### config.mk
export PLATFORM = sky130hd
export DESIGN_NAME = sw_mgmt_master
export DESIGN_NICKNAME = d
export VERILOG_FILES = /design/src/rtl/sw_mgmt_pkg.sv /design/src/rtl/sw_mgmt_tick.sv /design/src/rtl/sw_mgmt_phy.sv /design/src/rtl/sw_mgmt_master.sv
export SDC_FILE = /design/constraint.sdc
export NUM_CORES = 1
export LEC_CHECK = 0
export CORE_MARGIN = 1.5
export CORE_UTILIZATION = 55
export DETAILED_ROUTE_END_ITERATION = 8
export PLACE_DENSITY = 0.9
export SETUP_SLACK_MARGIN = 0.4
export SLEW_MARGIN = 20
export SYNTH_ARGS = -nofsm -noshare
export SYNTH_HDL_FRONTEND = slang
export SYNTH_HIERARCHICAL = 1
export SYNTH_SLANG_ARGS = --single-unit
export TNS_END_PERCENT = 50
### constraint.sdc
create_clock -name clk -period 2.4 [get_ports clk]
set_input_delay 0.48 -clock clk [delete_from_list [all_inputs] [get_ports clk]]
set_output_delay 0.48 -clock clk [all_outputs]
set_load 0.02 [all_outputs]
### src/rtl/sw_mgmt_pkg.sv
// Shared types of the two-wire management master.
// Assumes nothing beyond the IEEE 1800-2017 type system.
package sw_mgmt_pkg;

    localparam int BYTE_W = 8;

    // Line-level operations the bit engine can carry out.
    typedef enum logic [1:0] {
        OP_START,
        OP_TX,
        OP_RX,
        OP_STOP
    } phy_op_e;

    // Transaction sequencer states.
    typedef enum logic [2:0] {
        S_IDLE,
        S_START,
        S_TXB,
        S_ACK,
        S_RXB,
        S_MACK,
        S_STOP,
        S_RESP
    } seq_st_e;

endpackage

### src/rtl/sw_mgmt_tick.sv
// Half-period timer: while run is high, pulses tick once every HALF_CYC cycles.
// restart reloads the count so the first tick arrives HALF_CYC cycles later.
// Assumes HALF_CYC >= 1.
module sw_mgmt_tick #(
    parameter int HALF_CYC = 4
) (
    input  logic clk,
    input  logic rst_n,
    input  logic restart,
    input  logic run,
    output logic tick
);
    localparam int CW = (HALF_CYC > 1) ? $clog2(HALF_CYC) : 1;
    localparam logic [CW-1:0] RELOAD = CW'(HALF_CYC - 1);

    logic [CW-1:0] cnt_q;

    // Down-counter reloaded on restart and on every expiry.
    always_ff @(posedge clk) begin
        if (!rst_n) begin
            cnt_q <= '0;
        end else if (restart) begin
            cnt_q <= RELOAD;
        end else if (run) begin
            cnt_q <= (cnt_q == '0) ? RELOAD : cnt_q - 1'b1;
        end
    end

    assign tick = run && !restart && (cnt_q == '0);

endmodule

### src/rtl/sw_mgmt_phy.sv
// Bit engine: runs one line operation (start pattern, transmit bit, receive
// bit, stop pattern) as a list of steps, each one applied after one
// half-period. Pulses op_done when the last step is applied; rx_bit holds
// the data sampled by a receive step.
// Assumes op_go is only raised while busy is low and mg_dat_i is synchronous.
module sw_mgmt_phy
    import sw_mgmt_pkg::*;
#(
    parameter int HALF_CYC = 4
) (
    input  logic    clk,
    input  logic    rst_n,
    input  logic    op_go,
    input  phy_op_e op_kind,
    input  logic    op_bit,
    output logic    busy,
    output logic    op_done,
    output logic    rx_bit,
    output logic    mg_clk_o,
    output logic    mg_clk_oe,
    output logic    mg_dat_o,
    output logic    mg_dat_oe,
    input  logic    mg_dat_i
);
    logic       busy_q, done_q, rx_q, bit_q;
    logic       ck_q, ckoe_q, dt_q, dtoe_q;
    phy_op_e    kind_q;
    logic [2:0] step_q, last_step;
    logic       tick;

    sw_mgmt_tick #(.HALF_CYC(HALF_CYC)) tick_i (
        .clk     (clk),
        .rst_n   (rst_n),
        .restart (op_go),
        .run     (busy_q),
        .tick    (tick)
    );

    // Index of the final step for the running operation.
    always_comb begin
        case (kind_q)
            OP_START: last_step = 3'd6;
            OP_STOP:  last_step = 3'd7;
            default:  last_step = 3'd2;
        endcase
    end

    // Step sequencer and line registers.
    always_ff @(posedge clk) begin
        if (!rst_n) begin
            busy_q <= 1'b0;
            done_q <= 1'b0;
            rx_q   <= 1'b0;
            bit_q  <= 1'b0;
            kind_q <= OP_START;
            step_q <= '0;
            ck_q   <= 1'b1;
            ckoe_q <= 1'b0;
            dt_q   <= 1'b1;
            dtoe_q <= 1'b0;
        end else begin
            done_q <= 1'b0;
            if (op_go) begin
                busy_q <= 1'b1;
                kind_q <= op_kind;
                bit_q  <= op_bit;
                step_q <= '0;
            end else if (busy_q && tick) begin
                case (kind_q)
                    OP_START: case (step_q)
                        3'd0: begin ckoe_q <= 1'b1; dtoe_q <= 1'b1; ck_q <= 1'b0; dt_q <= 1'b1; end
                        3'd1: ck_q <= 1'b1;
                        3'd2: ck_q <= 1'b0;
                        3'd3: ck_q <= 1'b1;
                        3'd4: dt_q <= 1'b0;
                        3'd5: ck_q <= 1'b0;
                        default: dt_q <= 1'b1;
                    endcase
                    OP_TX: case (step_q)
                        3'd0: begin dtoe_q <= 1'b1; dt_q <= bit_q; end
                        3'd1: ck_q <= 1'b1;
                        default: ck_q <= 1'b0;
                    endcase
                    OP_RX: case (step_q)
                        3'd0: dtoe_q <= 1'b0;
                        3'd1: ck_q <= 1'b1;
                        default: begin rx_q <= mg_dat_i; ck_q <= 1'b0; end
                    endcase
                    default: case (step_q)
                        3'd0: begin dtoe_q <= 1'b1; dt_q <= 1'b0; ck_q <= 1'b1; end
                        3'd1: dt_q <= 1'b1;
                        3'd2: ck_q <= 1'b1;
                        3'd3: ck_q <= 1'b0;
                        3'd4: ck_q <= 1'b1;
                        3'd5: ck_q <= 1'b0;
                        3'd6: ck_q <= 1'b1;
                        default: begin ckoe_q <= 1'b0; dtoe_q <= 1'b0; end
                    endcase
                endcase
                if (step_q == last_step) begin
                    busy_q <= 1'b0;
                    done_q <= 1'b1;
                end else begin
                    step_q <= step_q + 1'b1;
                end
            end
        end
    end

    assign busy      = busy_q;
    assign op_done   = done_q;
    assign rx_bit    = rx_q;
    assign mg_clk_o  = ck_q;
    assign mg_clk_oe = ckoe_q;
    assign mg_dat_o  = dt_q;
    assign mg_dat_oe = dtoe_q;

    // inside a transmitted bit, data holds while the clock is high.
    a_r3_data_steady_clk_high: assert property (@(posedge clk) disable iff (!rst_n)
        (busy_q && kind_q == OP_TX && ck_q && $past(ck_q)) |-> $stable(dt_q));

    // the sequencer never starts an operation over a running one.
    a_r10_go_only_when_idle: assert property (@(posedge clk) disable iff (!rst_n)
        op_go |-> !busy_q);

    // the clock is left high at the moment both lines are released.
    a_r9_release_clock_high: assert property (@(posedge clk) disable iff (!rst_n)
        $fell(ckoe_q) |-> (ck_q && !dtoe_q));

endmodule

### src/rtl/sw_mgmt_master.sv
// Two-wire switch management master. Accepts one 16-bit register access,
// frames it (start, command, address, data, acknowledges, stop) through the
// bit engine and returns a one-cycle response with read data and error flag.
// Assumes the target only changes data while the clock line is low.
module sw_mgmt_master
    import sw_mgmt_pkg::*;
#(
    parameter logic [7:0] CMD_RD      = 8'hB1,
    parameter logic [7:0] CMD_WR      = 8'hB0,
    parameter int         HALF_CYC    = 4,
    parameter int         ACK_RETRIES = 5
) (
    input  logic        clk,
    input  logic        rst_n,
    input  logic        req_valid,
    output logic        req_ready,
    input  logic        req_rd,
    input  logic [15:0] req_addr,
    input  logic [15:0] req_wdata,
    input  logic        req_noack,
    output logic        rsp_valid,
    output logic [15:0] rsp_rdata,
    output logic        rsp_err,
    output logic        mg_clk_o,
    output logic        mg_clk_oe,
    output logic        mg_dat_o,
    output logic        mg_dat_oe,
    input  logic        mg_dat_i
);
    localparam int          RW        = $clog2(ACK_RETRIES + 1);
    localparam logic [RW-1:0] RETRY_MAX = RW'(ACK_RETRIES);
    localparam logic [2:0]  RD_LAST_TX = 3'd2;
    localparam logic [2:0]  WR_LAST_TX = 3'd4;

    seq_st_e           st_q;
    logic              wait_q, rd_q, noack_q, hi_q, err_q;
    logic [15:0]       addr_q, wdata_q, rdata_q;
    logic [2:0]        byte_q, bit_q;
    logic [RW-1:0]     retry_q;
    logic [BYTE_W-1:0] sh_q, tx_byte, rx_byte;
    logic              op_go, op_bit, busy, op_done, rx_bit;
    phy_op_e           op_kind;

    sw_mgmt_phy #(.HALF_CYC(HALF_CYC)) phy_i (
        .clk       (clk),
        .rst_n     (rst_n),
        .op_go     (op_go),
        .op_kind   (op_kind),
        .op_bit    (op_bit),
        .busy      (busy),
        .op_done   (op_done),
        .rx_bit    (rx_bit),
        .mg_clk_o  (mg_clk_o),
        .mg_clk_oe (mg_clk_oe),
        .mg_dat_o  (mg_dat_o),
        .mg_dat_oe (mg_dat_oe),
        .mg_dat_i  (mg_dat_i)
    );

    // Byte selected for transmission by the current byte index.
    always_comb begin
        case (byte_q)
            3'd0:    tx_byte = rd_q ? CMD_RD : CMD_WR;
            3'd1:    tx_byte = addr_q[7:0];
            3'd2:    tx_byte = addr_q[15:8];
            3'd3:    tx_byte = wdata_q[7:0];
            default: tx_byte = wdata_q[15:8];
        endcase
    end

    // Operation request toward the bit engine for the current state.
    always_comb begin
        op_go = !wait_q && (st_q != S_IDLE) && (st_q != S_RESP);
        case (st_q)
            S_START:       op_kind = OP_START;
            S_ACK, S_RXB:  op_kind = OP_RX;
            S_STOP:        op_kind = OP_STOP;
            default:       op_kind = OP_TX;
        endcase
        op_bit = (st_q == S_MACK) ? hi_q : tx_byte[bit_q];
    end

    assign rx_byte = {sh_q[BYTE_W-2:0], rx_bit};

    // Transaction sequencer: accept, frame, acknowledge handling, respond.
    always_ff @(posedge clk) begin
        if (!rst_n) begin
            st_q    <= S_IDLE;
            wait_q  <= 1'b0;
            rd_q    <= 1'b0;
            noack_q <= 1'b0;
            hi_q    <= 1'b0;
            err_q   <= 1'b0;
            addr_q  <= '0;
            wdata_q <= '0;
            rdata_q <= '0;
            byte_q  <= '0;
            bit_q   <= '0;
            retry_q <= '0;
            sh_q    <= '0;
        end else begin
            if (op_go)   wait_q <= 1'b1;
            if (op_done) wait_q <= 1'b0;
            case (st_q)
                S_IDLE: if (req_valid) begin
                    rd_q    <= req_rd;
                    addr_q  <= req_addr;
                    wdata_q <= req_wdata;
                    noack_q <= req_noack;
                    err_q   <= 1'b0;
                    rdata_q <= '0;
                    st_q    <= S_START;
                end
                S_START: if (op_done) begin
                    byte_q <= '0;
                    bit_q  <= 3'd7;
                    st_q   <= S_TXB;
                end
                S_TXB: if (op_done) begin
                    if (bit_q != 3'd0) begin
                        bit_q <= bit_q - 1'b1;
                    end else if (!rd_q && byte_q == WR_LAST_TX && noack_q) begin
                        st_q <= S_STOP;
                    end else begin
                        retry_q <= '0;
                        st_q    <= S_ACK;
                    end
                end
                S_ACK: if (op_done) begin
                    if (!rx_bit) begin
                        bit_q <= 3'd7;
                        if (rd_q && byte_q == RD_LAST_TX) begin
                            hi_q <= 1'b0;
                            st_q <= S_RXB;
                        end else if (!rd_q && byte_q == WR_LAST_TX) begin
                            st_q <= S_STOP;
                        end else begin
                            byte_q <= byte_q + 1'b1;
                            st_q   <= S_TXB;
                        end
                    end else if (retry_q == RETRY_MAX) begin
                        err_q <= 1'b1;
                        st_q  <= S_STOP;
                    end else begin
                        retry_q <= retry_q + 1'b1;
                    end
                end
                S_RXB: if (op_done) begin
                    sh_q <= rx_byte;
                    if (bit_q == 3'd0) begin
                        if (hi_q) rdata_q[15:8] <= rx_byte;
                        else      rdata_q[7:0]  <= rx_byte;
                        st_q <= S_MACK;
                    end else begin
                        bit_q <= bit_q - 1'b1;
                    end
                end
                S_MACK: if (op_done) begin
                    if (hi_q) begin
                        st_q <= S_STOP;
                    end else begin
                        hi_q  <= 1'b1;
                        bit_q <= 3'd7;
                        st_q  <= S_RXB;
                    end
                end
                S_STOP: if (op_done) st_q <= S_RESP;
                default: st_q <= S_IDLE;
            endcase
        end
    end

    assign req_ready = (st_q == S_IDLE);
    assign rsp_valid = (st_q == S_RESP);
    assign rsp_rdata = rdata_q;
    assign rsp_err   = err_q;

    // no second request is taken while one is in flight.
    a_r10_busy_after_accept: assert property (@(posedge clk) disable iff (!rst_n)
        (req_valid && req_ready) |=> !req_ready);

    // the response pulse is followed by readiness.
    a_r10_ready_after_rsp: assert property (@(posedge clk) disable iff (!rst_n)
        rsp_valid |=> (req_ready && !rsp_valid));

    // lines are released whenever the master is idle.
    a_r1_idle_released: assert property (@(posedge clk) disable iff (!rst_n)
        req_ready |-> (!mg_clk_oe && !mg_dat_oe));

    // the response never comes while the bus is still driven.
    a_r8_stop_before_rsp: assert property (@(posedge clk) disable iff (!rst_n)
        rsp_valid |-> (!mg_clk_oe && mg_clk_o));

endmodule

==> results.md, run 1 <==
Outcome:
- The flow ran to the end, and the final reports show no timing, DRC or antenna violations.

Timing:
- The minimum clock period is 2.10 ns.
- After layout, the worst path uses 87.7% of the clock period.
- The total of endpoints with negative setup slack in the final report is 0.
- The slew at the pin with the worst max-slew slack is 0.558 ns.
- The maximum frequency from static timing analysis is 0.475 GHz.
- The hold violation count in the final report is 0.
- Across all setup checks in the final design, the least slack found is 0.295 ns.
- The worst-case headroom to the max-slew limit is 62.8%.
- Across the routed clock network, the largest skew measured is 0.0111 ns.
- On the final layout, the worst hold slack is 0.467 ns.
- After routing, the total negative slack on setup checks comes to 0 ns.
- The number of slew-limit violations in the final report is 0.
- Setup repair after global routing could not meet its margin everywhere.

Detailed routing:
- For this run, the detailed router's first-pass iteration total came to 5.
- The number of vias per cell is 5.93.
- The number of remaining DRC errors is 0.
- Summed over all layers, the routed wires come to 11,800 um.
- After detailed routing, the average wire length per cell comes to 16.9 um.
- Detailed routing inserted a total of 4,165 vias.
- The count of antenna-violating nets left after detailed routing is 0.
- After the first detailed-routing iteration, the DRC count stood at 300.

Logic synthesis:
- Yosys attributes the largest share of cell area to dfxtp_1 (40%), nand2_1 (9.0%), a21oi_1 (7.5%).
- After Yosys synthesis, full adders, half adders and majority gates account for 5.75% of the synthesized area.
- Sorting the synthesized cells by how often they occur yields nand2_1 (104), dfxtp_1 (87), a21oi_1 (65), nor2_1 (46), mux2i_1 (23).
- The xor-xnor portion of the synthesized cell area is 0.604%.
- After synthesis, the share of cell area in mux cells is 5.29%.
- The most used flip-flop cell after synthesis is dfxtp_1.
- Of the post-synthesis cell area, the dominant cell type holds 40.0%.
- The mean cell area of the mapped netlist is 8.18 um2.
- Counting every net in the synthesized netlist gives 590.
- The number of synthesized flops with an enable pin is 0.
- The cell count after synthesis came out at 532.
- The most common cell in the synthesized netlist is nand2_1.
- The post-synthesis instance area is 0.00435 mm2.
- The simple logic cell fraction of the synthesized area is 22.5%.
- The cell taking the most area after synthesis is dfxtp_1.
- The number of different library cells used by synthesis comes to 66.
- The share of the yosys chip area belonging to registers is 40.0%.
- For this run, the number of Yosys warnings is 6.
- The proportion of register bits with asynchronous set or reset after synthesis is 0%.
- The synthesized-area fraction occupied by ao, oa, aoi and oai cells is 20.8%.
- The count of state elements after synthesis is 87.
- By area, the combinational part of the netlist is dominated by simple AND/OR/NAND/NOR gates.

Pwr:
- The net switching fraction of the power is 36.9%.
- The part of the power in the clock network is 24.6%.
- The analysis attributes to net switching a power of 1.57 mW.
- In this run the power density over the cells is 767 mW/mm2.
- Per report_power, the sequential group accounts for 42.7% of the total.
- Combinational cells account for 32.7% of the total power.
- In this run the static leakage power is 2.09 nW.
- The largest voltage drop on the vdd net is 0.420 mV.
- Cell internal power was estimated by the tool at 2.67 mW.

Worst setup path:
- The type of the worst setup path is reg -> reg.
- The worst register-to-register path ends at phy_i/bit_q.
- Setup slack on the worst reg-to-reg path comes out at 0.30 ns.
- The startpoint identified for the worst register-to-register timing path is byte_q[0].
- The timing startpoint of the critical path is byte_q[0].
- The required time of the critical path is 2.65 ns.
- The worst setup path is captured at a register.
- Along the worst path, the maximum fanout reaches 8.
- For the worst flop-to-flop path, the logic depth is 10.
- STA classifies the critical path startpoint as a register.
- The critical path arrival is 2.36 ns.

Clocking:
- In this run the deepest clock path goes through 2 buffers.
- The buffer cell driving the clock tree root is clkbuf_8.
- The post-cts hold buffer count is 0.
- The clock tree synthesis step divided the H-tree into 3 levels.
- The source-to-sink clock delay at the later pin of the worst-skew pair is 0.37 ns.
- Clock-pin slew was measured on the worst setup and hold paths at 0.09 ns.
- The clock buffer count from CTS is 9.
- The TritonCTS clock tree is yes.
- The clock drives 87 sinks.

Global routing:
- The first-pass GRT wire length is 17,900 um.
- Global routing used 26.5% of the available tracks.
- The number of antenna violations at the first check in global routing is 0.
- Entering global routing, the biggest net connects 35 pins.
- The overflow left after global routing is 0.
- The number of global-route vias before repair came to 3,863.

Final layout:
- From synthesis to final layout, the design area changed by 27.0%.
- The filler cell count is 570.
- Leaving out filler cells and counting taps, the final layout contains 702.
- The repair_antennas step left the layout with diodes totalling 0.
- After the last flow step, the layout net total stands at 653.
- The share of cells above drive strength 1 is 14.0%.

Floorplan:
- 61 I/O pins were placed.
- The initial utilization of the core area, before any placement, comes to 56.6%.
- The core region is 0.00769 mm2.
- The die extent in y is 91.9 um.
- In this run the core area contains 32 standard-cell rows.
- The chip width is 91.9 um.
- The full die area is 0.00845 mm2.

Worst hold path:
- The beginning of the worst hold path is wdata_q[13].
- The worst hold path terminates at wdata_q[13].
- The min-delay analysis places its worst path in the category reg -> reg.
- The worst hold path stage count is 2.

Flow run:
- The max-cap violation count is 0.

Placed design:
- The cell count after placement is 673.
- Before CTS, the worst setup slack after placement is 0.157 ns.
- The count of input and output buffers is 60.
- The HPWL after detailed placement is 7710 um.
- The global placer's final weighted congestion is 0.953.
-- cells by family (layout without fill, tap and decap cells) --
family,Yosys count,after routing
multiplexers,23,23
XOR/XNOR,3,3
flip-flops,87,87
AND/OR/NAND/NOR,212,212
buffers and inverters,52,120
AO/OA/AOI/OAI,135,135
adder cells (fa/ha/maj),20,20
-- worst max-delay path by stage --
stage | to | slack [ns] | cells past startpoint
2_1_floorplan | phy_i/bit_q | 0.40 | 10
3_3_place_gp | phy_i/bit_q | 0.27 | 9
3_5_place_dp | phy_i/bit_q | 0.16 | 9
4_1_cts | phy_i/bit_q | 0.27 | 9
5_1_grt | phy_i/bit_q | 0.22 | 10
6_report | phy_i/bit_q | 0.30 | 10
-- routing by layer --
| metal | vias up | global-route usage, % | share of wire [%] |
|---|---|---|---|
| met3 | 25 | 3.73 | 5.8 |
| met5 | - | 0 | 0 |
| met2 | 162 | 43.5 | 48 |
| met4 | 0 | 11.4 | 2.2 |
| li1 | 1985 | - | - |
| met1 | 1993 | 34.6 | 43 |
-- timing repair --
| action | in CTS | in global routing |
|---|---|---|
| pin swaps | 1 | 9 |
| buffers inserted | 0 | 13 |
| endpoints found under the setup margin | 29 | 26 |
| gates resized for setup | 18 | 37 |
-- per-stage QoR --
stage	instance area, um2	power [mW]	util [%]
3_5_place_dp	5040	3.09	65.6
2_1_floorplan	4390	2.78	-
4_1_cts	5270	4.12	68.6
5_1_grt	5530	4.45	71.9
6_report	5530	4.24	71.9
3_3_place_gp	5040	3.05	65.6
-- cells in the final DEF (no fill, tap or decap), types with 5 or more instances in the layout --
master and instances:
nand2_1 104, dfxtp_1 76, a21oi_1 63, clkdlybuf4s50_1 58, nor2_1 45, mux2i_1 23, buf_4 18, inv_1 16
ha_1 13, and2_1 10, o21ai_0 9, clkbuf_8 9, dfxtp_4 8, a22oi_1 6, or3_1 5, nor2b_1 5
a211oi_1 5, nor3_1 5, o211ai_1 5
-- power groups by stage --
stage	Sequential, mW	Clock, mW	Combinational (mW)
after floorplan	1.75	0	1.03
after global placement	1.83	0	1.22
after detailed placement	1.84	0	1.26
after CTS	1.82	1.04	1.26
after global routing	1.83	1.11	1.51
final	1.81	1.04	1.39
-- sequential cells by signal (all words and copies together) (netlist names), 2 cells and up --
| register | cells |
|---|---|
| addr_q | 16 |
| rsp_rdata | 16 |
| wdata_q | 16 |
| sh_q | 7 |
| bit_q | 3 |
| byte_q | 3 |
| phy_i/step_q | 3 |
| retry_q | 3 |
| st_q | 3 |
| phy_i/kind_q | 2 |
| phy_i/tick_i/cnt_q | 2 |
-- layout make-up --
type / count / area, um2 / area share [%]
Clock buffer: 10 / 128 / 2.31
Clock inverter: 6 / 67.6 / 1.22
Inverter: 22 / 91.3 / 1.65
Multi-Input combinational cell: 393 / 2540 / 46.0
Sequential cell: 87 / 1780 / 32.1
Tap cell: 102 / 128 / 2.31
Timing Repair Buffer: 82 / 792 / 14.3
-- critical path, cell delays in order, from the launching register on --
cell	delay [ns]
dfxtp_4	0.38
ha_2	0.21
ha_4	0.19
buf_4	0.14
nand2_1	0.10
o2111ai_2	0.13
o22ai_1	0.18
nor4_1	0.08
a2111o_1	0.40
mux2i_1	0.13
nor2_1	0.05
(Power assumes the default switching activity.)
==> inputs of run 2 (changes only) <==
- RECOVER_POWER: unset -> 25
==> results.md, run 2 (synthesis results as in run 1) <==
Outcome:
- The flow ran to the end, and the final reports show no timing, DRC or antenna violations.

Timing:
- The minimum clock period was 2.18 ns (+0.0762 ns).
- The sum of negative setup slack came to 0 ns (unchanged).
- The part of the cycle the worst path needs is 90.9% (+3.2 points).
- The slew at the pin with the worst max-slew slack came to 0.678 ns (+0.120 ns).
- The hold violation count in the final report is 0 (unchanged).
- The worst-case headroom to the max-slew limit is 54.5% (-8.3 points).
- The total of endpoints with negative setup slack in the final report is 0 (unchanged).
- The number of slew-limit violations in the final report came to 0 (unchanged).
- The setup clock skew after layout was 0.00954 ns (-0.00158 ns).
- Setup repair after global routing could not meet its margin everywhere.
- The maximum frequency from static timing analysis was 0.459 GHz (-3.5%).
- The final worst hold slack is 0.467 ns (+0.000611 ns).
- The least setup slack across all paths after layout is 0.219 ns (-0.0762 ns).

Placed design:
- The count of input and output buffers is 60 (unchanged).
- The HPWL after detailed placement came to 7710 um (unchanged).
- The cell count after placement is 673 (unchanged).
- The placement-stage cell area is 0.00504 mm2 (unchanged).
- The global placer's final weighted congestion is 0.953 (unchanged).
- The worst-case setup slack after placement was 0.157 ns (unchanged).

Final layout:
- In the layout the commonest cells are nand2_1 (104), dfxtp_1 (77), a21oi_1 (63).
- The share of cells above drive strength 1 is 13.5% (-0.50 points).
- The number of antenna repair diodes was 0 (unchanged).
- The most frequent standard cell in the layout excluding fill and tap cells is nand2_1.
- The final cell utilization of the core was 71.5% (-0.42 points).
- The final instance area is 0.00549 mm2 (-0.59%).
- The net count of the finished layout is 653 (unchanged).
- From synthesis to final layout, the design area changed by 26.3%.
- The count of non-filler cells in the finished layout is 702 (unchanged).

Floorplan:
- The row count was 32 (unchanged).
- The die extent in y is 91.9 um (unchanged).
- The chip width is 91.9 um (unchanged).
- The area of the core is 0.00769 mm2 (unchanged).
- The initial core utilization was 56.6% (unchanged).
- The full die area is 0.00845 mm2 (unchanged).
- The number of ports placed on the die boundary is 61 (unchanged).

Global routing:
- The maximum number of pins on one net before global-route repair is 35 (unchanged).
- The total routing usage reported by global routing is 26.5% (unchanged).
- The overflow left after global routing is 0 (unchanged).
- The number of antenna violations at the first check in global routing is 0 (unchanged).
- The first-pass GRT wire length is 17,900 um (unchanged).
- The number of global-route vias before repair is 3,863 (unchanged).

Worst setup path:
- Traced cell by cell, the critical path runs through clkinvlp_2 > nor3_4 > nor3_1 > nor2_2 > nand2_1 > nor2_1 > o211ai_2 > o31a_1.
- The largest fanout of any net on the critical path is 8 (unchanged).
- The timing startpoint of the critical path is st_q[2].
- The critical path arrival is 2.45 ns (+0.09 ns).
- The launch instance of the worst register-to-register path is st_q[2].
- Broken down by cell family, the worst path's largest delay share belongs to simple AND/OR/NAND/NOR gates.
- The type of the worst setup path is reg -> reg.
- The largest stage delay on the critical path came to 0.41 ns (about the same).
- STA classifies the critical path endpoint as a register.
- The slowest stage of the critical path is the dfxtp_4 cell.
- The critical path buffer and inverter count is 1 (unchanged).
- The startpoint type of the worst setup path is a register.
- The required time of the critical path is 2.67 ns (+0.02 ns).

Detailed routing:
- The count of antenna-violating nets left after detailed routing is 0 (unchanged).
- The total iterations of the first detailed-routing run was 5 (unchanged).
- The number of remaining DRC errors was 0 (unchanged).
- The DRC violation total after the first TritonRoute iteration came to 262 (-13%).
- The final wirelength is 11,800 um (-0.50%).
- The detailed-route via count is 4,188 (+0.55%).
- The number of vias per cell was 5.97 (+0.55%).
- The routed length per placed instance was 16.8 um (-0.50%).

Clocking:
- The CTS sink count came to 87 (unchanged).
- The number of buffers on the longest clock path is 2 (unchanged).
- The clock buffer count from CTS came to 9 (unchanged).
- The source-to-sink clock delay at the later pin of the worst-skew pair is 0.37 ns (about the same).
- The TritonCTS clock tree is yes.
- The buffer cell driving the clock tree root is clkbuf_8.
- The number of levels the H-tree was split into is 3 (unchanged).
- The post-CTS clock slew at the launch and capture registers of the worst setup and hold paths came to 0.09 ns (about the same).

Worst hold path:
- The tightest min-delay check is of the reg -> reg type.
- The startpoint identified for the worst hold timing path is wdata_q[14].

Pwr:
- The largest voltage drop on the vdd net came to 0.419 mV (-0.22%).
- The static power due to leakage is 2.10 nW (+0.28%).
- The ratio of total power to cell area came to 767 mW/mm2 (about the same).
- The post-layout total power came to 4.21 mW (-0.62%).

Flow run:
- The max-cap violation count came to 0 (unchanged).
==> run 2: cell count changes in the layout (fill, tap and decap cells not counted), sizes merged <==
cell,previous run,this run
clkdlybuf4s50,58,50
dlygate4sd3,0,8
buf,22,19
clkbuf,11,14
==> run 2: repair_timing <==
item	4_1_cts	5_1_grt
hold buffers	0	0
buffers inserted	0	13
gates resized for setup	18	37
setup endpoints to repair	29	26
pin swaps	1	9
==> run 2: final timing paths <==
path	end	slack [ns]	depth (start not counted)
worst max register to register	phy_i/mg_clk_o	0.22	8
worst max-delay path	phy_i/mg_clk_o	0.22	8
worst min register to register	wdata_q[14]	0.47	2
worst min-delay path	wdata_q[14]	0.47	2
==> run 2: worst min-delay path: stages, from the launching register on <==
cell and delay [ns]:
dfxtp_1 0.32, nand2_1 0.05, a21oi_1 0.05
==> run 2: area by class of cell <==
type                    count  area (um2)
repair buffers             82         774
fillers                   576        2190
flip-flops and latches     87        1770
inverters                  22        88.8
clock buffers              10         128
multi-input cells         393        2530
clock inverters             6        67.6
well taps                 102         128
==> run 2: routing by layer <==
| layer | GRT usage (%) | up-vias | part of all wire [%] |
|---|---|---|---|
| met2 | 43.5 | 183 | 49 |
| met3 | 3.73 | 31 | 6.5 |
| li1 | - | 1987 | - |
| met1 | 34.6 | 1987 | 42 |
| met5 | 0 | - | 0 |
| met4 | 11.4 | 0 | 2.6 |
==> run 2: power by group <==
part	leakage (nW)	total (mW)	switching (mW)	internal [mW]
clock	0.0933	1.04	0.556	0.487
combinational	1.29	1.36	0.822	0.541
sequential	0.714	1.81	0.174	1.63
